[src/rtl/i2cq_pkg.sv]
package i2cq_pkg;
   localparam int CMD_W      = 11;
   localparam int F_START    = 8;
   localparam int F_STOP     = 9;
   localparam int F_READ     = 10;
   localparam int STS_W      = 32;
   localparam int STS_END    = 27;
   localparam int STS_NAK    = 21;
   localparam int CTL_W      = 11;
   localparam int CTL_CMDCLR = 9;
   localparam int CTL_RXCLR  = 10;

   typedef enum logic [2:0] {
      SQ_IDLE, SQ_HOLD, SQ_START, SQ_BIT, SQ_STOP, SQ_RXWAIT
   } sq_state_t;
endpackage

[src/rtl/i2cq_fifo.sv]
module i2cq_fifo #(
   parameter int DW    = 8,
   parameter int DEPTH = 8
) (
   input  logic          clk,
   input  logic          rst_n,
   input  logic          flush,
   input  logic          push,
   input  logic [DW-1:0] din,
   input  logic          pop,
   output logic [DW-1:0] dout,
   output logic          empty,
   output logic          full
);
   localparam int AW = $clog2(DEPTH);

   generate
      if (DEPTH < 2 || (DEPTH & (DEPTH - 1)) != 0) begin : g_bad_depth
         $error("i2cq_fifo: DEPTH must be a power of two of at least 2");
      end
   endgenerate

   logic [DW-1:0] mem [DEPTH];
   logic [AW-1:0] wp, rp;
   logic [AW:0]   cnt;
   logic          do_push, do_pop;

   assign do_push = push && !full;
   assign do_pop  = pop && !empty;
   assign empty   = (cnt == '0);
   assign full    = (cnt == (AW+1)'(DEPTH));
   assign dout    = mem[rp];

   always_ff @(posedge clk) begin
      if (do_push) mem[wp] <= din;
   end

   always_ff @(posedge clk or negedge rst_n) begin
      if (!rst_n) begin
         wp  <= '0;
         rp  <= '0;
         cnt <= '0;
      end else if (flush) begin
         wp  <= '0;
         rp  <= '0;
         cnt <= '0;
      end else begin
         if (do_push) wp <= wp + 1'b1;
         if (do_pop)  rp <= rp + 1'b1;
         case ({do_push, do_pop})
            2'b10:   cnt <= cnt + 1'b1;
            2'b01:   cnt <= cnt - 1'b1;
            default: cnt <= cnt;
         endcase
      end
   end

   AST_FLUSH_EMPTIES: assert property (@(posedge clk) disable iff (!rst_n) flush |=> empty);
   AST_CNT_BOUND: assert property (@(posedge clk) disable iff (!rst_n) cnt <= (AW+1)'(DEPTH));
endmodule

[src/rtl/i2cq_qtick.sv]
module i2cq_qtick #(
   parameter int DIV_W = 8
) (
   input  logic             clk,
   input  logic             rst_n,
   input  logic             en,
   input  logic [DIV_W-1:0] div,
   output logic             tick
);
   logic [DIV_W-1:0] cnt;
   logic [DIV_W-1:0] lim;

   assign lim  = (div == '0) ? '0 : div - 1'b1;
   assign tick = en && (cnt == lim);

   always_ff @(posedge clk or negedge rst_n) begin
      if (!rst_n)          cnt <= '0;
      else if (!en || tick) cnt <= '0;
      else                 cnt <= cnt + 1'b1;
   end

   AST_TICK_BOUND: assert property (@(posedge clk) disable iff (!rst_n) (en && div != '0) |-> (cnt < div));
endmodule

[src/rtl/i2cq_seq.sv]
module i2cq_seq
   import i2cq_pkg::*;
(
   input  logic             clk,
   input  logic             rst_n,
   input  logic             tick,
   input  logic             cmd_empty,
   input  logic [CMD_W-1:0] cmd_word,
   output logic             cmd_pop,
   input  logic             rx_full,
   output logic             rx_push,
   output logic [7:0]       rx_byte,
   input  logic             sda_in,
   output logic             run,
   output logic             scl_low,
   output logic             sda_low,
   output logic             xfer_end,
   output logic             nack_hit
);
   sq_state_t   st;
   logic [1:0]  q;
   logic [3:0]  bitn;
   logic [7:0]  sh, rx_left;
   logic        is_rx, stop_pend, held, discard, ack_hi;
   logic        last_q, ack_slot, fetch, last_rx, bit_drive;

   assign last_q   = tick && (q == 2'd3);
   assign ack_slot = (bitn == 4'd8);
   assign fetch    = ((st == SQ_IDLE) || (st == SQ_HOLD)) && !cmd_empty;
   assign cmd_pop  = fetch;
   assign run      = (st == SQ_START) || (st == SQ_BIT) || (st == SQ_STOP);
   assign rx_push  = (st == SQ_BIT) && last_q && ack_slot && is_rx;
   assign rx_byte  = sh;
   assign xfer_end = (st == SQ_STOP) && last_q;
   assign nack_hit = (st == SQ_BIT) && last_q && ack_slot && !is_rx && ack_hi;
   assign last_rx  = stop_pend && (rx_left == 8'd1);

   always_comb begin
      if (!ack_slot) bit_drive = is_rx ? 1'b0 : !sh[7];
      else           bit_drive = is_rx ? !last_rx : 1'b0;
   end

   // line drive per state; a bit slot keeps SCL high only in quarters 1 and 2
   always_comb begin
      scl_low = 1'b0;
      sda_low = 1'b0;
      case (st)
         SQ_HOLD, SQ_RXWAIT: scl_low = 1'b1;
         SQ_START: begin
            scl_low = held && (q == 2'd0);
            sda_low = q[1];
         end
         SQ_BIT: begin
            scl_low = (q == 2'd0) || (q == 2'd3);
            sda_low = bit_drive;
         end
         SQ_STOP: begin
            scl_low = (q == 2'd0);
            sda_low = !q[1];
         end
         default: ;
      endcase
   end

   always_ff @(posedge clk or negedge rst_n) begin
      if (!rst_n) begin
         st        <= SQ_IDLE;
         q         <= '0;
         bitn      <= '0;
         sh        <= '0;
         rx_left   <= '0;
         is_rx     <= 1'b0;
         stop_pend <= 1'b0;
         held      <= 1'b0;
         discard   <= 1'b0;
         ack_hi    <= 1'b0;
      end else begin
         case (st)
            SQ_IDLE, SQ_HOLD: if (fetch) begin
               q <= '0;
               if (discard) begin
                  if (cmd_word[F_STOP]) discard <= 1'b0;
               end else if (cmd_word[F_START]) begin
                  sh        <= cmd_word[7:0];
                  is_rx     <= 1'b0;
                  stop_pend <= cmd_word[F_STOP];
                  st        <= SQ_START;
               end else if (held) begin
                  stop_pend <= cmd_word[F_STOP];
                  if (cmd_word[F_READ]) begin
                     is_rx   <= 1'b1;
                     rx_left <= cmd_word[7:0];
                     if (cmd_word[7:0] != 8'd0) st <= SQ_RXWAIT;
                     else if (cmd_word[F_STOP]) st <= SQ_STOP;
                  end else begin
                     is_rx <= 1'b0;
                     sh    <= cmd_word[7:0];
                     bitn  <= '0;
                     st    <= SQ_BIT;
                  end
               end
            end
            SQ_START: if (tick) begin
               q <= q + 1'b1;
               if (q == 2'd3) begin
                  st   <= SQ_BIT;
                  bitn <= '0;
                  held <= 1'b1;
               end
            end
            SQ_BIT: if (tick) begin
               q <= q + 1'b1;
               if (q == 2'd2) begin
                  if (is_rx && !ack_slot) sh <= {sh[6:0], sda_in};
                  if (!is_rx && ack_slot) ack_hi <= sda_in;
               end
               if (q == 2'd3) begin
                  if (!ack_slot) begin
                     bitn <= bitn + 1'b1;
                     if (!is_rx) sh <= {sh[6:0], 1'b0};
                  end else if (is_rx) begin
                     rx_left <= rx_left - 1'b1;
                     if (rx_left == 8'd1) st <= stop_pend ? SQ_STOP : SQ_HOLD;
                     else                 st <= SQ_RXWAIT;
                  end else if (ack_hi) begin
                     discard <= !stop_pend;
                     st      <= SQ_STOP;
                  end else begin
                     st <= stop_pend ? SQ_STOP : SQ_HOLD;
                  end
               end
            end
            SQ_RXWAIT: if (!rx_full) begin
               st   <= SQ_BIT;
               bitn <= '0;
               q    <= '0;
            end
            SQ_STOP: if (tick) begin
               q <= q + 1'b1;
               if (q == 2'd3) begin
                  held <= 1'b0;
                  st   <= SQ_IDLE;
               end
            end
            default: st <= SQ_IDLE;
         endcase
      end
   end

   AST_SDA_STEADY_HIGH: assert property (@(posedge clk) disable iff (!rst_n) (st == SQ_BIT && (q == 2'd1 || q == 2'd2)) |-> $stable(sda_low));
   AST_PARK_ON_EMPTY: assert property (@(posedge clk) disable iff (!rst_n) (st == SQ_HOLD && cmd_empty) |=> (st == SQ_HOLD && scl_low));
   AST_STOP_RELEASES: assert property (@(posedge clk) disable iff (!rst_n) xfer_end |=> (!scl_low && !sda_low && !held));
   AST_HELD_WAIT_LOW: assert property (@(posedge clk) disable iff (!rst_n) (held && !run) |-> scl_low);
endmodule

[src/rtl/i2cq_master.sv]
module i2cq_master
   import i2cq_pkg::*;
#(
   parameter int CMD_DEPTH = 8,
   parameter int RX_DEPTH  = 8,
   parameter int DEF_DIV   = 84
) (
   input  logic             clk,
   input  logic             rst_n,
   input  logic             cmd_push,
   input  logic [CMD_W-1:0] cmd_word,
   input  logic             rx_pop,
   output logic [8:0]       rx_word,
   input  logic             ctl_we,
   input  logic [CTL_W-1:0] ctl_word,
   input  logic             sts_we,
   input  logic [STS_W-1:0] sts_wdata,
   output logic [STS_W-1:0] status,
   input  logic             sda_in,
   output logic             scl_drive_low,
   output logic             sda_drive_low
);
   localparam int DIV_W = 8;

   generate
      if (DEF_DIV < 1 || DEF_DIV > (1 << DIV_W) - 1) begin : g_bad_div
         $error("i2cq_master: DEF_DIV out of range");
      end
   endgenerate

   logic [DIV_W-1:0] div_q;
   logic             cmd_flush, rx_flush;
   logic             cmd_empty, cmd_full, cmd_pop;
   logic [CMD_W-1:0] cmd_head;
   logic             rx_empty, rx_full, rx_push;
   logic [7:0]       rx_in, rx_head;
   logic             run, tick, xfer_end, nack_hit;
   logic             f_end, f_nak;
   logic             unused_bits;

   assign cmd_flush   = ctl_we && ctl_word[CTL_CMDCLR];
   assign rx_flush    = ctl_we && ctl_word[CTL_RXCLR];
   assign unused_bits = ^{ctl_word[8], sts_wdata, cmd_full};

   always_ff @(posedge clk or negedge rst_n) begin
      if (!rst_n)      div_q <= DIV_W'(DEF_DIV);
      else if (ctl_we) div_q <= ctl_word[DIV_W-1:0];
   end

   always_ff @(posedge clk or negedge rst_n) begin
      if (!rst_n) begin
         f_end <= 1'b0;
         f_nak <= 1'b0;
      end else begin
         f_end <= xfer_end || (f_end && !(sts_we && sts_wdata[STS_END]));
         f_nak <= nack_hit || (f_nak && !(sts_we && sts_wdata[STS_NAK]));
      end
   end

   always_comb begin
      status          = '0;
      status[STS_END] = f_end;
      status[STS_NAK] = f_nak;
   end

   assign rx_word = {rx_empty, rx_head};

   i2cq_fifo #(.DW(CMD_W), .DEPTH(CMD_DEPTH)) u_cmdq (
      .clk(clk), .rst_n(rst_n), .flush(cmd_flush),
      .push(cmd_push), .din(cmd_word),
      .pop(cmd_pop), .dout(cmd_head),
      .empty(cmd_empty), .full(cmd_full)
   );

   i2cq_fifo #(.DW(8), .DEPTH(RX_DEPTH)) u_rxq (
      .clk(clk), .rst_n(rst_n), .flush(rx_flush),
      .push(rx_push), .din(rx_in),
      .pop(rx_pop), .dout(rx_head),
      .empty(rx_empty), .full(rx_full)
   );

   i2cq_qtick #(.DIV_W(DIV_W)) u_tick (
      .clk(clk), .rst_n(rst_n), .en(run), .div(div_q), .tick(tick)
   );

   i2cq_seq u_seq (
      .clk(clk), .rst_n(rst_n), .tick(tick),
      .cmd_empty(cmd_empty), .cmd_word(cmd_head), .cmd_pop(cmd_pop),
      .rx_full(rx_full), .rx_push(rx_push), .rx_byte(rx_in),
      .sda_in(sda_in), .run(run),
      .scl_low(scl_drive_low), .sda_low(sda_drive_low),
      .xfer_end(xfer_end), .nack_hit(nack_hit)
   );

   AST_RX_NO_OVERFLOW: assert property (@(posedge clk) disable iff (!rst_n) rx_push |-> !rx_full);
   AST_NACK_FLAGGED: assert property (@(posedge clk) disable iff (!rst_n) nack_hit |=> status[STS_NAK]);
   AST_END_FLAGGED: assert property (@(posedge clk) disable iff (!rst_n) xfer_end |=> status[STS_END]);
endmodule

[config.mk]
export PLATFORM = sky130hd
export DESIGN_NAME = i2cq_master
export DESIGN_NICKNAME = d
export VERILOG_FILES = /design/src/rtl/i2cq_pkg.sv /design/src/rtl/i2cq_fifo.sv /design/src/rtl/i2cq_qtick.sv /design/src/rtl/i2cq_seq.sv /design/src/rtl/i2cq_master.sv
export SDC_FILE = /design/constraint.sdc
export NUM_CORES = 1
export LEC_CHECK = 0
export ABC_CLOCK_PERIOD_IN_PS = 10800
export BUFFER_PORTS_ARGS = -buffer_cell sky130_fd_sc_hd__buf_2
export CAP_MARGIN = 15
export CORE_ASPECT_RATIO = 0.7
export CORE_MARGIN = 2
export CORE_UTILIZATION = 60
export DETAILED_ROUTE_END_ITERATION = 16
export PLACE_DENSITY = 0.91
export SETUP_SLACK_MARGIN = 0.2
export SLEW_MARGIN = 20
export SYNTH_ARGS = -nofsm -noshare
export SYNTH_HDL_FRONTEND = slang
export SYNTH_SLANG_ARGS = --single-unit
[constraint.sdc]
create_clock -name clk -period 10.8 [get_ports clk]
set_clock_uncertainty 0.1 [all_clocks]
set_input_delay 0.54 -clock clk [delete_from_list [all_inputs] [get_ports clk]]
set_output_delay 0.54 -clock clk [all_outputs]
set_load 0.01 [all_outputs]
# Word-level counts from Yosys, hierarchy flattened
# Memories as Yosys holds them, arrays and structs flattened.
# Index checks and enable logic that the tools add are counted.
[word_totals]
memories = 2
in_bits = 61
register_bits = 68
wordCells = 246
out_inout_bits = 43
ram_bits = 152
[op_classes]
n_addsub = 13
bitwise_logic = 1
reduce_logical = 72
eq_ne = 38
mux = 100
[mem_list]
columns = ["name", "words", "word_bits", "rd", "rd_clocked_by_memory_dff", "wr", "line_no", "rtl"]
rows = [
  ["u_cmdq.mem", 8, 11, 1, 0, 1, "i2cq_fifo.sv:23", "logic [DW-1:0] mem [DEPTH];"],
  ["u_rxq.mem", 8, 8, 1, 0, 1, "i2cq_fifo.sv:23", ""],
]
[ops]
columns = ["op", "count"]
rows = [
  ["8-bit 2-to-1 mux", 22],
  ["3-bit 2-to-1 mux", 27],
  ["4-bit 2-to-1 mux", 13],
  ["8-bit case mux with 2 select lines", 2],
  ["1-bit 2-to-1 mux", 24],
  ["2-bit by 1-bit inequality test with 1-bit output, second input constant", 12],
  ["12-bit AND reduction", 2],
  ["1-bit logical AND", 23],
  ["4-bit case mux with 2 select lines", 2],
  ["4-bit case mux with 4 select lines", 1],
  ["8-bit by 1-bit subtractor with 8-bit output, second input constant", 2],
  ["3-bit case mux with 5 select lines", 1],
  ["2-bit inequality test, second input constant", 7],
  ["2-bit nonzero test", 7],
  ["1-bit zero test", 13],
  ["3-bit by 1-bit adder with 3-bit output, second input constant", 4],
  ["4-bit by 1-bit adder with 4-bit output, second input constant", 3],
  ["4-bit equality test, second input constant", 3],
  ["4-bit AND reduction", 3],
  ["10-bit AND reduction", 1],
  ["3-bit nonzero test", 3],
  ["8-bit by 1-bit adder with 8-bit output, second input constant", 1],
  ["2-bit equality test, second input constant", 4],
  ["8-bit by 1-bit equality test with 1-bit output, second input constant", 1],
  ["other kinds (28)", 43],
]

# Depth between registers and ports, before layout
# Gate-level depths: netlist (run 1).
[logic_depth]
ltp_word = 12
mapped_depth = 15
depth_no_buf = 14

# Hierarchy
# A second synthesis (run 1) with hierarchy kept.
[unflattened]
cells_unflattened = 780
area_unflattened_um2 = 10797.9
[by_module_without_submodules]
columns = ["module", "cells_per_inst", "seq_area_each_um2", "n_inst", "area_each_um2"]
rows = [
  ["i2cq_fifo (u_cmdq)", 206, 2892.8, 1, 4013.8],
  ["i2cq_fifo (u_rxq)", 172, 2172.1, 1, 3136.8],
  ["i2cq_seq", 248, 750.7, 1, 2150.8],
  ["i2cq_qtick", 95, 200.2, 1, 822.0],
  ["i2cq_master", 59, 254.0, 1, 674.4],
]

# Worst setup path after synthesis (run 1)
# No wires, ideal clock.
[synth_path]
kind = "reg-to-reg"
start = "reg div_q[3]"
end = "mem u_rxq.mem[8][0], in the netlist u_rxq.mem[4][0] (enable)"
slack_ns = 7.187
t_required_ns = 10.302
path_stages_with_launch = 9
setup_time_ns = 0.398
arrival_time_ns = 3.116
cell_sequence = "dfrtp_1 or4_1 buf_2 nor3_1 mux2i_1 xnor2_2 nor2_1 nand3_1 nor4b_1"
[synth_between]
elab_chain_len = 11
word_cells_on_any_way = 12
cone_classes = "add/sub (1); eq/ne (1); mux (3); reduce/logical (7)"
[synth_rtl]
columns = ["item", "line_no", "rtl"]
rows = [
  ["from (decl)", "i2cq_master.sv:31", "logic [DIV_W-1:0] div_q;"],
  ["from (signal assigned)", "i2cq_master.sv:46", "if (!rst_n) div_q <= DIV_W'(DEF_DIV);"],
  ["from (signal assigned)", "i2cq_master.sv:47", "else if (ctl_we) div_q <= ctl_word[DIV_W-1:0];"],
  ["8-bit by 1-bit subtractor with 8-bit output or 8-bit zero test (tied branches)", "i2cq_qtick.sv:13", "assign lim = (div == '0) ? '0 : div - 1'b1;"],
  ["8-bit 2-to-1 mux (*)", "i2cq_qtick.sv:13", ""],
  ["8-bit equality test (*)", "i2cq_qtick.sv:14", "assign tick = en && (cnt == lim);"],
  ["1-bit logical AND (*)", "i2cq_qtick.sv:14", ""],
  ["1-bit logical AND (*)", "i2cq_seq.sv:27", "assign last_q = tick && (q == 2'd3);"],
  ["1-bit logical AND (*) (3 in series)", "i2cq_seq.sv:32", "assign rx_push = (st == SQ_BIT) && last_q && ack_slot && is_rx;"],
  ["1-bit logical AND (*)", "i2cq_fifo.sv:28", "assign do_push = push && !full;"],
  ["1-bit 2-to-1 mux (*)", "i2cq_fifo.sv:35", "if (do_push) mem[wp] <= din;"],
  ["1-bit 2-to-1 mux (implied by the code) (*)", "i2cq_fifo.sv:35", ""],
  ["to (decl)", "i2cq_fifo.sv:23", ""],
]
# Every way passes the cells marked *; elsewhere a longest branch is shown, timed or not.

# Worst setup path in the final report (run 1)
[layout_path]
start = "reg u_seq.st[1]"
end = "reg u_rxq.cnt[3]"
[layout_between]
elab_chain_len = 12
word_cells_on_any_way = 16
cone_classes = "eq/ne (5); mux (2); reduce/logical (9)"
[layout_rtl]
columns = ["item", "line_no", "rtl"]
rows = [
  ["from (decl)", "i2cq_seq.sv:20", "sq_state_t st;"],
  ["from (signal assigned)", "i2cq_seq.sv:123", "if (rx_left == 8'd1) st <= stop_pend ? SQ_STOP : SQ_HOLD;"],
  ["from (signal assigned)", "i2cq_seq.sv:129", "st <= stop_pend ? SQ_STOP : SQ_HOLD;"],
  ["3-bit by 2-bit equality test with 1-bit output (on tied branches)", "i2cq_seq.sv:31, i2cq_seq.sv:32", ""],
  ["1-bit logical OR (2 in series)", "i2cq_seq.sv:31", "assign run = (st == SQ_START) || (st == SQ_BIT) || (st == SQ_STOP);"],
  ["1-bit logical AND", "i2cq_qtick.sv:14", ""],
  ["1-bit logical AND", "i2cq_seq.sv:27", ""],
  ["1-bit logical AND (*) (3 in series)", "i2cq_seq.sv:32", ""],
  ["1-bit logical AND (*)", "i2cq_fifo.sv:28", ""],
  ["2-bit by 1-bit equality test with 1-bit output or 2-bit equality test (tied branches)", "i2cq_fifo.sv:50", "case ({do_push, do_pop})"],
  ["4-bit case mux with 2 select lines", "i2cq_fifo.sv:50", ""],
  ["4-bit 2-to-1 mux", "i2cq_fifo.sv:43", "end else if (flush) begin"],
  ["to (signal assigned)", "i2cq_fifo.sv:51", "2'b10: cnt <= cnt + 1'b1;"],
  ["to (signal assigned)", "i2cq_fifo.sv:52", "2'b01: cnt <= cnt - 1'b1;"],
  ["to (signal assigned)", "i2cq_fifo.sv:53", "default: cnt <= cnt;"],
  ["to (decl)", "i2cq_fifo.sv:25", "logic [AW:0] cnt;"],
]
# Marks and branches as above.
# A chain may end at the register's enable or synchronous reset.

==> results.tsv, run 1 <==
stage	metric	value	unit
outcome	status	completed	
timing	fin crit share	0.394	
logic_synthesis	async set-reset flop share out of synthesis	0.309	
logic_synthesis	ys flop type	edfxtp_1	
logic_synthesis	multiplexer share of the synthesized area	0.117	
drt	vias per cell	6.17	
global_route	GRT busiest layer	met2	
global_route	pin count of the biggest net entering global routing	69	
timing	final hold viol count	0	
global_route	initial antenna violation count	0	
timing	max_slew headroom	0.371	
pwr	overall power	0.00275	W
setup_path	critical path type	flip-flop to flip-flop	
layout	ANT cells	0	
floorplanning	Initial Utilization	0.610	
timing	RSZ-0062 raised after global routing	no	
setup_path	Max stage delay cell, worst path	and3b_1	
logic_synthesis	xor/xnor share of the synthesized area	0.0246	
clock_network	Root Buffer	clkbuf_16	
clock_network	CTS tree	done	
pwr	PwrDens	240	nW/um^2
setup_path	worst path required time	11140	ps
clock_network	# resized after CTS	0	
logic_synthesis	Compound-Gate Fraction of Synth Area	0.0799	
setup_path	Crit path arrival time	4590	ps
global_route	GR Util met2	0.395	
layout	Syn-to-layout area delta	9.39	%
drt	DRT Wirelength	21300	um
timing	Setup violations, final	0	
logic_synthesis	Seq/Total Area, Yosys	0.600	
global_route	routing usage on met1	0.325	
timing	minimum clock period	4250	ps
floorplanning	Rows	40	
pwr	maximum vdd drop	0.000137	V
clock_network	postcts setup bufs	0	
drt	via count	6546	
setup_path	critical path, cell by cell	and3b_1, nand3_1, nor3b_1, o211ai_2, nor3_4, nor2_1, ha_1, o21ai_0, nor4b_2, or4b_1, nand2_1	
pwr	leakage power	4.24	nW
logic_synthesis	#FFs+latches synth	220	
setup_path	CP startpoint kind	flip-flop	
logic_synthesis	Avg Cell Area, Syn	13.5	sq um
drt	iteration-0 DRC count of the detailed router	745	
drt	DRC Markers	0	
drt	Detail Route Antenna Nets	0	
floorplanning	Die Area	18500	sq um
clock_network	H-tree Lvls	1	
setup_path	Critical path buffers and inverters	0	
floorplanning	IO Pins	104	
floorplanning	Die Y	114	um
logic_synthesis	main area contributors after synthesis	edfxtp_1 44%, dfrtp_1 16%, mux4_2 8.4%	
drt	DR WL/cell	20.0	um
global_route	first-pass GRT wire length	33600	um
timing	Fin Setup TNS	0	ps
timing	Slew @ Worst Pin	937	ps
floorplanning	Die X	162	um
logic_synthesis	Synth area leader	edfxtp_1	
global_route	grt met3 use	0.0398	
clock_network	clk buf depth	3	
logic_synthesis	cell area after synthesis	10400	sq um
logic_synthesis	Post-synth EDFFs	152	
logic_synthesis	synth unique cells	79	
placed_design	gpl congestion	0.920	
logic_synthesis	post-synth top area share	0.437	
setup_path	Max FO, Critical Path	19	
logic_synthesis	yosys warns	0	
layout	most common cell after layout, fill and taps aside	edfxtp_1	
setup_path	Setup crit end kind	flip-flop	
clock_network	Hold Buf Count CTS	0	
hold_path	worst hold path type	input pin to asynchronous set/reset pin	
setup_path	CP top delay family	simple AND/OR/NAND/NOR gates	
drt	Detailed Routing Iterations Pass 1	5	
layout	Nets	895	
run	max_cap viols	0	
clock_network	Worst-path clk slew	60	ps
global_route	Overall Global Routing Usage	0.235	
global_route	Congestion Overflow GR	0	
logic_synthesis	largest family of logic cells by synthesized area	multiplexers	
placed_design	I/O Buffers	42	
setup_path	CP peak stage delay	690	ps
placed_design	dpl hpwl	14000	um
floorplanning	core area	17100	sq um
clock_network	clock buffer count from CTS	21	
clock_network	worst skew pair latency	490	ps
layout	share of post-route cells with drive strength above 1	0.202	
timing	Max Fclk	0.235	GHz
layout	commonest cells after routing, fill and taps aside	152 x edfxtp_1, 64 x dfrtp_1, 53 x nor2_1, 51 x nand2_1, 42 x buf_2	
logic_synthesis	Mapped Cells	772	
clock_network	clock sink count	220	
global_route	vias in the first global route	6310	
logic_synthesis	Synth Area in Adders	0.0223	
logic_synthesis	Synth Area in Simple Gates	0.111	
timing	Max Transition Viols Final	0	
power by group:
part	leakage [nW]	internal, W	switching (W)
registers	2.26	0.00105	0.000172
clock network	0.292	0.000363	0.000308
logic	1.70	0.000386	0.000470
total	4.24	0.00180	0.000950
Yosys cell counts, drive strengths merged (6+ instances only):
cell and instances:
mux2 19, edfxtp 152, nand2b 11, nand2 51
xnor2 11, nor2b 7, xor2 14, nor3 24
dfrtp 65, inv 24, and2 7, a21oi 26
o22ai 7, nand3 24, nor3b 7, buf 49
a31oi 6, mux4 39, nor4 10, mux2i 13
o21ai 33, clkbuf 15, ha 17, nor4b 6
nor2 56
cells by family after synthesis:
group	count (synthesis)
AO/OA/AOI/OAI	123
XOR/XNOR	26
adder cells (fa/ha/maj)	18
buffers and inverters	88
flip-flops	220
multiplexers	71
other	1
AND/OR/NAND/NOR	225
worst paths after layout:
check	startpoint	end	slack (ps)	cells after the start
max	u_seq.st[1]$_DFFE_PN0P_	u_rxq.cnt[3]$_DFFE_PN0P_	6550	11
min	rst_n	u_rxq.cnt[2]$_DFFE_PN0P_	140	2
max reg2reg	u_seq.st[1]$_DFFE_PN0P_	u_rxq.cnt[3]$_DFFE_PN0P_	6550	11
min reg2reg	u_seq.ack_hi$_DFFE_PN0P_	u_seq.ack_hi$_DFFE_PN0P_	420	1
max in group asynchronous	rst_n	u_rxq.rp[0]$_DFFE_PN0P_	9850	2
min in group clk	ctl_word[1]	div_q[1]$_DFFE_PN0P_	150	3
routing by layer:
layer | vias to the layer above | wire length, um
li1 | 2955 | -
met4 | 0 | 411
met3 | 35 | 1570
met2 | 324 | 10500
met1 | 3232 | 8780
met5 | - | 0
registers in the layout, summed over array words and instances, names as in the netlist, 2 cells and up:
signal         count
u_cmdq.rp          3
u_seq.rx_byte      8
u_seq.bitn         4
u_rxq.mem         64
u_seq.rx_left      8
u_tick.cnt         8
u_rxq.cnt          4
u_cmdq.mem        88
u_rxq.wp           3
u_rxq.rp           3
div_q              8
u_seq.st           3
u_cmdq.cnt         4
u_seq.q            2
u_cmdq.wp          3
final cells by class:
class,count,area (sq um)
clock buffers,27,548
flip-flops and latches,220,6270
repair buffers,56,315
clock inverters,10,68.8
well taps,231,289
multi-input cells,493,3840
fillers,1207,5690
inverters,24,90.1
stage by stage:
stage / hold slack [ps] / area [sq um] / util / setup slack, ps / instances
floorplan: 144 / 10600 / - / 7190 / 801
CTS: 145 / 11400 / 0.667 / 6640 / 1061
global route: 151 / 11400 / 0.667 / 6250 / 1061
detailed placement: 409 / 10800 / 0.631 / 6670 / 1024
global placement: 384 / 10800 / 0.631 / 6770 / 1024
finish: 141 / 11400 / 0.667 / 6550 / 1061
Note: power is estimated with default switching activity, not from simulation.
==> run 2, diff against run 1 <==
Settings changed: ABC_AREA from default to 1, ABC_CLOCK_PERIOD_IN_PS 10800 to 3700, CORE_UTILIZATION 60 to 54, PLACE_DENSITY 0.91 to 0.87.
Clock period 10.8 ns to 3.7 ns, I/O delays scaled along.
==> run 2 against run 1 <==
Global-route usage rose by 0.43 points. Area after synthesis rose by 0.20%. Wire length rose by 14%. Combinational power rose to 3.6 times the previous value. Critical endpoint is now u_rxq.mem[4][5]$_DFFE_PP_. Highest routed layer unchanged.
==> results.tsv, run 2 <==
stage	metric	value	unit	change
timing	Max Transition Viols Final	0		unchanged
global_route	first-pass GRT wire length	38700	um	+15%
timing	Setup violations, final	0		unchanged
drt	via count	8085		+24%
layout	Nets	1240		+39%
setup_path	Max FO, Critical Path	9		-10
timing	setup ws final	483	ps	-6070 ps
clock_network	clock buffer count from CTS	22		+4.8%
setup_path	Setup crit end kind	flip-flop		
floorplanning	Rows	42		+5.0%
setup_path	CP most frequent cell	nand2_1		
run	max_cap viols	0		unchanged
clock_network	Root Buffer	clkbuf_16		
logic_synthesis	ys flop type	edfxtp_1		
setup_path	Reg2Reg Depth	17		+6
global_route	Congestion Overflow GR	0		unchanged
pwr	leakage power	4.95	nW	+17%
timing	max_slew headroom	0.355		-0.0157
global_route	initial antenna violation count	0		unchanged
timing	minimum clock period	3220	ps	-1030 ps
hold_path	worst hold path type	input pin to flip-flop		
logic_synthesis	Post-synth EDFFs	152		unchanged
pwr	PwrDens	732	nW/um^2	+200%
layout	share of post-route cells with drive strength above 1	0.118		-0.0843
layout	max reg flops	88		unchanged
logic_synthesis	Mapped Cells	1067		+38%
floorplanning	IO Pins	104		unchanged
logic_synthesis	Seq/Total Area, Yosys	0.599		-0.00122
floorplanning	Initial Utilization	0.552		-0.0585
setup_path	critical path, cell by cell	inv_2, ha_2, nand2_1, nor2_2, nand2_4, nand2_1, nand2_1, nand2_1, nand2_1, nor2_2, nand3_2, nor2_4, nand4_4, inv_2, nand2_1, nor3_1, buf_4		
layout	Syn-to-layout area delta	15.5	%	
floorplanning	Die Y	120	um	+5.3%
setup_path	Critical path buffers and inverters	3		+3
setup_path	CP startpoint kind	flip-flop		
layout	most common cell after layout, fill and taps aside	nor2_1		
logic_synthesis	Synth top cells by count	165 x nor2_1, 154 x nand2_1, 152 x edfxtp_1		
logic_synthesis	Avg Cell Area, Syn	9.81	sq um	-28%
logic_synthesis	most frequent cell after synthesis	nor2_1		
logic_synthesis	cell area after synthesis	10500	sq um	+0.20%
logic_synthesis	yosys warns	0		unchanged
layout	fillers	1387		+15%
clock_network	Worst-path clk slew	60	ps	about the same
logic_synthesis	#FFs+latches synth	220		unchanged
setup_path	slack of the worst reg-to-reg path	480	ps	-6070 ps
floorplanning	core area	19000	sq um	+11%
pwr	maximum vdd drop	0.000382	V	+180%
setup_path	reg-to-reg startpoint	div_q[0]$_DFFE_PN0P_		
layout	top flop regs	u_cmdq.mem (88), u_rxq.mem (64)		
global_route	vias in the first global route	7976		+26%
timing	Max Fclk	0.311	GHz	+32%
drt	iteration-0 DRC count of the detailed router	930		+25%
drt	DR WL/cell	16.8	um	-16%
placed_design	gpl congestion	0.896		-2.6%
layout	ANT cells	0		unchanged
layout	commonest cells after routing, fill and taps aside	165 x nor2_1, 154 x nand2_1, 152 x edfxtp_1, 125 x o21ai_0, 95 x inv_1		
layout	Biggest register	u_cmdq.mem		
logic_synthesis	synth unique cells	47		-41%
clock_network	clock sink count	220		unchanged
placed_design	dpl hpwl	14900	um	+6.5%
logic_synthesis	main area contributors after synthesis	edfxtp_1 44%, dfrtp_1 16%, o21ai_0 6.0%		
setup_path	CP peak stage delay	380	ps	-310 ps
setup_path	CP top delay family	simple AND/OR/NAND/NOR gates		
setup_path	Crit path arrival time	3330	ps	-1260 ps
clock_network	worst skew pair latency	510	ps	+20 ps
hold_path	HP Start	ctl_we		
outcome	status	completed		
drt	DRT Wirelength	24200	um	+14%
clock_network	H-tree Lvls	1		unchanged
setup_path	critical path type	flip-flop to flip-flop		
timing	fin crit share	0.869		+0.476
logic_synthesis	async set-reset flop share out of synthesis	0.309		unchanged
timing	Fin Setup TNS	0	ps	unchanged
timing	final hold viol count	0		unchanged
hold_path	hold path depth	3		
timing	RSZ-0062 raised after global routing	no		
drt	DRC Markers	0		unchanged
placed_design	I/O Buffers	42		unchanged
drt	Detail Route Antenna Nets	0		unchanged
placed_design	worst slack, placed	448	ps	-6220 ps
floorplanning	Die Area	20500	sq um	+11%
floorplanning	Die X	170	um	+5.4%
setup_path	Max stage delay cell, worst path	dfrtp_1		
logic_synthesis	post-synth top area share	0.436		-0.000889
clock_network	CTS tree	done		
setup_path	FF-to-FF End	u_rxq.mem[4][5]$_DFFE_PP_		
clock_network	clk buf depth	3		unchanged
drt	Detailed Routing Iterations Pass 1	5		unchanged
logic_synthesis	Synth area leader	edfxtp_1		
timing	Slew @ Worst Pin	966	ps	+29.5 ps
setup_path	worst path required time	3810	ps	-7330 ps
global_route	pin count of the biggest net entering global routing	46		-33%
global_route	Overall Global Routing Usage	0.239		+0.00426
hold_path	hold endpoint	div_q[0]$_DFFE_PN0P_		
drt	vias per cell	5.61		-9.1%
## run 2: changes by cell type in the layout (fill, tap and decap cells not counted), moves of 17 or more
cell and change:
dlygate4sd3_1 +37, inv_1 +71, mux2_2 -17, mux4_2 -39, nand2_1 +103, nor2_1 +112
o21ai_0 +94, o22ai_1 +29
## run 2: power breakdown
part | internal [W] | total (W) | switching, W
combinational | 0.00101 | 0.00309 | 0.00208
clock | 0.00138 | 0.00233 | 0.000942
sequential | 0.00308 | 0.00342 | 0.000343
total | 0.00547 | 0.00884 | 0.00337
## run 2: worst max path at each step
stage	start	to	slack [ps]	cells after the start
after global placement	div_q[0]$_DFFE_PN0P_	u_rxq.mem[4][3]$_DFFE_PP_	550	17
final	div_q[0]$_DFFE_PN0P_	u_rxq.mem[4][5]$_DFFE_PP_	480	17
after CTS	div_q[0]$_DFFE_PN0P_	u_rxq.cnt[3]$_DFFE_PN0P_	370	23
after global routing	div_q[0]$_DFFE_PN0P_	u_rxq.cnt[3]$_DFFE_PN0P_	190	23
after detailed placement	div_q[0]$_DFFE_PN0P_	u_rxq.mem[4][5]$_DFFE_PP_	450	17
after floorplan	div_q[0]$_DFFE_PN0P_	u_rxq.mem[1][0]$_DFFE_PP_	670	16
## run 2: timing repair
| action | CTS | global route |
|---|---|---|
| setup buffers | 0 | 4 |
| setup endpoints to repair | 0 | 13 |
| resized for setup | 0 | 4 |
| hold endpoints to repair | 132 | 0 |
| hold buffers | 37 | 0 |
## run 2: cell type report
type                            count  area [sq um]  area share
Inverter                          102           383      0.0317
Sequential cell                   220          6270       0.519
Timing Repair Buffer              107           791      0.0654
Multi-Input combinational cell    708          3550       0.294
Clock inverter                     14           153      0.0126
Tap cell                          264           330      0.0273
Clock buffer                       26           607      0.0502
## run 2: per-stage QoR
step           cells  total power (W)  utilization  hold slack (ps)  area [sq um]
6_report        1441          0.00884        0.637             21.2         12100
5_1_grt         1441          0.00935        0.637             45.3         12100
4_1_cts         1437          0.00878        0.635             14.4         12000
3_5_place_dp    1360          0.00638        0.575              230         10900
3_3_place_gp    1360          0.00624        0.575              226         10900
2_1_floorplan   1096          0.00555            -             -211         10600
## run 2: layer usage
layer	share of wire	routed length (um)	GRT usage	vias to the layer above
li1	-	-	-	3794
met1	0.42	10200	0.331	3790
met2	0.47	11300	0.391	436
met3	0.088	2130	0.0383	65
met4	0.024	588	0.0759	0
met5	0	0	0	-
## run 2: logic make-up after synthesis
group | Yosys count | synth area share
and+or+nand+nor | 412 | 0.168
AOI/OAI and AO/OA | 231 | 0.121
DFF | 220 | 0.599
buffers and inverters | 168 | 0.0732
adders and majority gates | 18 | 0.0222
xor gates and xnor gates | 10 | 0.00837
muxes | 7 | 0.00694
other | 1 | 0.000358
## run 2: tightest hold or removal path: cells and delay by family
family	cells	cell delay (ps)
AO/OA/AOI/OAI	1	90
buffers and inverters	1	190
AND/OR/NAND/NOR	1	110
